## config.mk

```make
export PLATFORM = sky130hd
export DESIGN_NAME = evdly_core
export DESIGN_NICKNAME = d
export VERILOG_FILES = /design/src/rtl/evdly_pkg.sv /design/src/rtl/evdly_code_map.sv /design/src/rtl/evdly_lane.sv /design/src/rtl/evdly_merge.sv /design/src/rtl/evdly_core.sv
export SDC_FILE = /design/constraint.sdc
export NUM_CORES = 1
export LEC_CHECK = 0
export ABC_AREA = 0
export BUFFER_PORTS_ARGS = -buffer_cell sky130_fd_sc_hd__buf_2
export CAP_MARGIN = 25
export CORE_MARGIN = 3
export CORE_UTILIZATION = 45
export CTS_CLUSTER_DIAMETER = 30
export CTS_CLUSTER_SIZE = 10
export DETAILED_ROUTE_END_ITERATION = 8
export PLACE_DENSITY_LB_ADDON = 0.2
export SETUP_SLACK_MARGIN = 0.15
export SYNTH_ARGS = -nofsm -noshare
export SYNTH_HDL_FRONTEND = slang
export SYNTH_SLANG_ARGS = --single-unit
```

## constraint.sdc

```tcl
create_clock -name clk -period 3.5 [get_ports clk]
set_clock_uncertainty 0.2 [all_clocks]
set_input_delay 0.35 -clock clk [delete_from_list [all_inputs] [get_ports clk]]
set_output_delay 0.35 -clock clk [all_outputs]
set_load 0.01 [all_outputs]
```

## src/rtl/evdly_pkg.sv

```systemverilog
package evdly_pkg;
  localparam int unsigned CODE_W   = 4;
  localparam int unsigned MAX_CODE = 13;
  localparam int unsigned CNT_W    = 8;

  // Cycle count for a delay code.
  // Codes 1-2 are linear, 3-6 double from 4, and 7-13 step by 16 from 48.
  // Codes above MAX_CODE are clamped to MAX_CODE.
  function automatic logic [CNT_W-1:0] code_to_cycles(input logic [CODE_W-1:0] c);
    int unsigned k;
    int unsigned n;
    k = (int'(c) > int'(MAX_CODE)) ? MAX_CODE : int'(c);
    if (k < 3)      n = k;
    else if (k < 7) n = 1 << (k - 1);
    else            n = 16 * (k - 4);
    return CNT_W'(n);
  endfunction
endpackage

```

## src/rtl/evdly_code_map.sv

```systemverilog
module evdly_code_map
  import evdly_pkg::*;
(
  input  logic [CODE_W-1:0] code_i,
  output logic [CNT_W-1:0]  cycles_o,
  output logic              pass_o
);
  always_comb begin
    cycles_o = code_to_cycles(code_i);
    pass_o   = (code_i == '0);
  end
endmodule

```

## src/rtl/evdly_lane.sv

```systemverilog
module evdly_lane #(
  parameter int unsigned CNT_W = 8
) (
  input  logic             clk,
  input  logic             rst_n,
  input  logic             ev_i,
  input  logic [CNT_W-1:0] load_i,
  input  logic             pass_i,
  output logic             expire_o,
  output logic             pend_o,
  output logic             dly_o
);
  localparam logic [CNT_W-1:0] ONE = CNT_W'(1);

  logic [CNT_W-1:0] cnt_q;

  // The counter loads on an event, which restarts any wait in progress.
  // A load of zero (code 0) cancels the pending wait.
  always_ff @(posedge clk or negedge rst_n) begin
    if (!rst_n)              cnt_q <= '0;
    else if (ev_i)           cnt_q <= load_i;
    else if (cnt_q != '0)    cnt_q <= cnt_q - ONE;
  end

  assign expire_o = (cnt_q == ONE);
  assign pend_o   = (cnt_q != '0);
  assign dly_o    = (ev_i & pass_i) | expire_o;
endmodule

```

## src/rtl/evdly_merge.sv

```systemverilog
module evdly_merge #(
  parameter int unsigned NUM_CH = 3
) (
  input  logic [NUM_CH-1:0] dly_i,
  input  logic [NUM_CH-1:0] mask_i,
  output logic              comb_o
);
  assign comb_o = |(dly_i & mask_i);
endmodule

```

## src/rtl/evdly_core.sv

```systemverilog
module evdly_core
  import evdly_pkg::*;
#(
  parameter int unsigned NUM_CH = 3
) (
  input  logic              clk,
  input  logic              rst_n,
  input  logic [NUM_CH-1:0] ev_i,
  input  logic [CODE_W-1:0] delay_code_i,
  input  logic [NUM_CH-1:0] comb_mask_i,
  output logic [NUM_CH-1:0] dly_o,
  output logic              comb_o
);
  logic [CNT_W-1:0]  load_cycles;
  logic              code_pass;
  logic [NUM_CH-1:0] lane_expire;
  logic [NUM_CH-1:0] lane_pend;

  evdly_code_map u_map (
    .code_i   (delay_code_i),
    .cycles_o (load_cycles),
    .pass_o   (code_pass)
  );

  for (genvar g = 0; g < NUM_CH; g++) begin : g_lane
    evdly_lane #(.CNT_W(CNT_W)) u_lane (
      .clk      (clk),
      .rst_n    (rst_n),
      .ev_i     (ev_i[g]),
      .load_i   (load_cycles),
      .pass_i   (code_pass),
      .expire_o (lane_expire[g]),
      .pend_o   (lane_pend[g]),
      .dly_o    (dly_o[g])
    );
  end

  evdly_merge #(.NUM_CH(NUM_CH)) u_merge (
    .dly_i  (dly_o),
    .mask_i (comb_mask_i),
    .comb_o (comb_o)
  );
endmodule

```

Word-level counts from Yosys, hierarchy flattened
Index checks and enable logic that the tools add are counted.

cells by class
  bitwise logic cells = 7
  add/sub/neg operators = 5
  reduce and logical (&&, ||, !) cells = 8
  multiplexer cells = 9
  shift operators = 1
  order comparisons = 3
  eq/ne operators = 3

operators with widths
  operator               number
  $mux 8                 8
  $lt 32x2->1 const B    1
  $lt 32x3->1 const B    1
  $shl 1x32->8 const A   1
  $sub 32x1->32 const B  1
  $eq 8x1->1 const B     3
  $reduce_bool 8->1      3
  $sub 8x1->8 const B    3
  $reduce_bool 2->1      3
  $gt 4x4->1 const B     1
  $logic_not 4->1        1
  $mux 4                 1
  $sub 4x3->4 const B    1
  $and 1x1->1            3
  $and 3x3->3            1
  $or 1x1->1             3
  $reduce_or 3->1        1

storage, ports and cells
  bits in registers = 24
  logic and storage cells = 39

Logic depth before layout (Yosys ltp)
  depth after elaboration = 7
  mapped depth = 8
  depth with buffers taken out = 7

Modules after synthesis
A second synthesis with hierarchy kept.

second synthesis, totals
  cell total of the unflattened synthesis = 224
  area, all modules = 1,948.1 sq um

modules (own cells, without submodules)
  module          sequential area each (sq um)  cells each  area an instance (sq um)  instances
  evdly_lane      200.2                         65          580.6                     3
  evdly_code_map  0.0                           27          192.7                     1
  evdly_merge     0.0                           2           13.8                      1

Least setup slack after synthesis
Ideal clock, no wire load.

  kind = in2reg
  from = in delay_code_i[2]
  to = reg g_lane[0].u_lane.cnt_q[0]
  stages = 8
  slack = 1.241 ns
  arrival = 1.982 ns
  cells stage by stage = clkbuf_1 nand2_1 and2_1 ha_1 nand2_1 a2111oi_0 nand2_1 o21ai_1

between the ends
  cells in the longest elaborated chain, start to end = 7

RTL lines
  item                  RTL line          RTL
  start, declared       evdly_core.sv:9   input logic [CODE_W-1:0] delay_code_i,
  $gt 4x4->1            evdly_pkg.sv:12   k = (int'(c) > int'(MAX_CODE)) ? MAX_CODE : int'(c);
  $mux 4 (*)            evdly_pkg.sv:12
  $sub 32x1->32         evdly_pkg.sv:14   else if (k < 7) n = 1 << (k - 1);
  $shl 1x32->8          evdly_pkg.sv:14
  $mux 8                evdly_pkg.sv:14
  $mux 8 (*)            evdly_pkg.sv:13   if (k < 3) n = k;
  $mux 8 (*)            evdly_lane.sv:21  else if (ev_i) cnt_q <= load_i;
  end signal, assigned  evdly_lane.sv:21
  end signal, assigned  evdly_lane.sv:22  else if (cnt_q != '0) cnt_q <= cnt_q - ONE;
  end, declared         evdly_lane.sv:15  logic [CNT_W-1:0] cnt_q;

Mark *: on every way between the ends. The rest lies on a longest branch, timed or not.
A chain may end at the register's enable or synchronous reset.

Final worst setup path
Ends and elaborated chain as after synthesis.

==> run metrics <==
worst-margin pin slew=1.111 ns; Commonest cells post-synth=nand2_1 (25), dfrtp_1 (24), nor2_1 (13), inv_1 (10), a21oi_1 (9); # Max-Cap Violations=0; CTS tree=yes; first-pass GRT wire length=about 6700 um; Rel. slew slack=about a quarter; clk root buf=clkbuf_8; syn avg cell area=8.938 sq um; total grt overflow=0; Post-synth top flop=dfrtp_1; EDFF count, synth=0; Max Transition Viols Final=0; top-count cell post-synth=nand2_1; Setup Slack @ Placement=between 0.8 and 0.9 ns; fin area=0.001862 sq mm; # resized after CTS=0; mapped cell area=0.001743 sq mm; Hold Path Class=in -> reg; DRC marker count from the first detailed-route iteration=62; setup violators final=0; Max Fclk=roughly 0.4 GHz; CTS Hold Buffers Added=1; GRT Resource Usage Total=slightly below 20%; Core Box Area=approximately 0.0035 sq mm; row count=21; Cells after Synth=roughly 200; Synth area leader=dfrtp_1; IO Count=16; IO buf count=15; Final Hold Fails=0; clk sinks=24; Yosys cell types=49; Lkg Pwr=0.8042 nW; Final Net Count=224; DR vias/cell=5.980; Max Buffers Root-to-Sink=2; endpoint type of the worst setup path=flop; RSZ-0062 raised after global routing=false; Residual DRC=0; Placed Instances=244; area grow syn2layout=6.820%; Die Area=~0.0047 sq mm; Crit path required time=around 3.5 ns; YS warnings=0; WL final=~4100 um; Largest register FFs=24; Top Registers=g_lane.u_lane.cnt_q (24); Initial DRT Pass Iterations=4; Die Width=68.24 um; Worst Path Max Fanout=12; gpl congestion=0.8282; vias=1489; status=finished, final reports clean; Initial Utilization=approximately 50%; hpwl dp=3036 um; Arr. time, crit path=about 2.5 ns; Largest Register=g_lane.u_lane.cnt_q; largest net degree at the start of global routing=25; clock slew at reported path FFs=0.09 ns; layout cell share with drive strength beyond 1=16.26%; clock latency on the worst-skew pair=about 0.26 ns; DP Area=roughly 0.0018 sq mm; #FFs+latches synth=24; post-CTS setup buffer count=0; Startpoint Class=input port; syn nets=215; n_diodes=0; post-route insts no fill=249; final worst slack=0.9960 ns; initial antenna violation count=0; CP Class=in -> reg; top cells by area, synth=dfrtp_1 (34%), ha_1 (5.7%), nand2_1 (5.4%), nor4_2 (3.6%), mux2i_1 (3.4%); WL/cell=about 16 um; VDD IR max=388.2 uV; Seq/Total Area, Yosys=34.46%; DIE HEIGHT=68.24 um; PwrDens=just under 800 mW/mm^2; FFs w/ async S/R, synth=between 90% and 100%; post-route ant nets=0; H-tree depth=1; share of the synthesized area in the top cell type=34.46%; fin crit share=a little over 70%; Util after Layout=52.88%; Fin Setup TNS=0 ns; vias in the first global route=about 1400; Inserted Clock Buffers=3; Min Clock Period, post-route=between 2 and 3 ns
==> final timing paths <==
path | start | end | slack, ns | cells after the start
setup / recovery | delay_code_i[2] | g_lane[0].u_lane.cnt_q[0] | 1.0 | 8
hold / removal | delay_code_i[1] | g_lane[2].u_lane.cnt_q[5] | 0.21 | 3
setup reg to reg | g_lane[2].u_lane.cnt_q[0] | g_lane[2].u_lane.cnt_q[1] | 1.43 | 6
hold reg to reg | g_lane[1].u_lane.cnt_q[1] | g_lane[1].u_lane.cnt_q[1] | 0.46 | 2
max in group asynchronous | rst_n | g_lane[0].u_lane.cnt_q[3] | 2.34 | 2
min in group asynchronous | rst_n | g_lane[1].u_lane.cnt_q[4] | 0.39 | 2
==> worst max-delay path, stage by stage <==
cell and delay [ns]:
buf_2 0.20, nand2_1 0.12, and2_1 0.18, ha_1 0.35, nand2_1 0.07, a2111oi_0 0.98
nand2_1 0.14, o21ai_1 0.12
==> report_power, final <==
part | internal [mW] | switching (mW)
sequential | 0.389 | 0.157
combinational | 0.355 | 0.379
clock | 0.100 | 0.0891
==> layout by cell type (no fill, tap or decap), types with 2 or more instances in the layout <==
cell and count:
o31ai_1 4, nor3b_1 3, buf_2 15, xnor2_1 5, a211oi_1 2, mux2i_1 6, ha_1 8, nand2_1 25
nor2_1 13, nand3_1 3, o21ai_0 7, a21oi_1 9, nor4_1 4, or3b_1 3, o2bb2ai_1 2, clkbuf_8 4
xor2_1 3, and2_1 2, or4_4 3, nor4_2 5, nor3_1 7, dfrtp_1 24, a32o_1 3, inv_1 10
a22o_1 3, nor2b_1 2, o21ai_1 6, o22ai_1 3
==> cells by family after synthesis <==
group,count (synthesis),share of synthesized area [%]
buffers and inverters,22,6.676
AOI/OAI and AO/OA,48,18.74
muxes,8,4.738
adders and majority gates,8,5.743
xor gates and xnor gates,8,4.020
DFF,24,34.46
and+or+nand+nor,77,25.63
==> routing by layer <==
metal,GRT usage [%],vias to the layer above,routed length (um)
li1,-,723,-
met1,24.85,717,1803
met2,32.37,45,1958
met3,5.911,4,278
met4,4.218,0,37
met5,0,-,0
==> stage by stage <==
stage          hold slack [ns]  power [mW]
2_1_floorplan          -0.1456       1.129
3_3_place_gp            0.1668       1.248
3_5_place_dp            0.1718       1.278
4_1_cts                 0.2054       1.474
5_1_grt                 0.2237       1.607
6_report                0.2113       1.469
==> cell type report <==
type	instances	area (sq um)
Fill cell	341	1659
Multi-Input combinational cell	149	1026
Sequential cell	24	600.6
Timing Repair Buffer	16	85.08
Tap cell	46	57.56
Clock buffer	4	55.05
Inverter	10	37.54
Note: power is estimated with default switching activity, not from simulation.
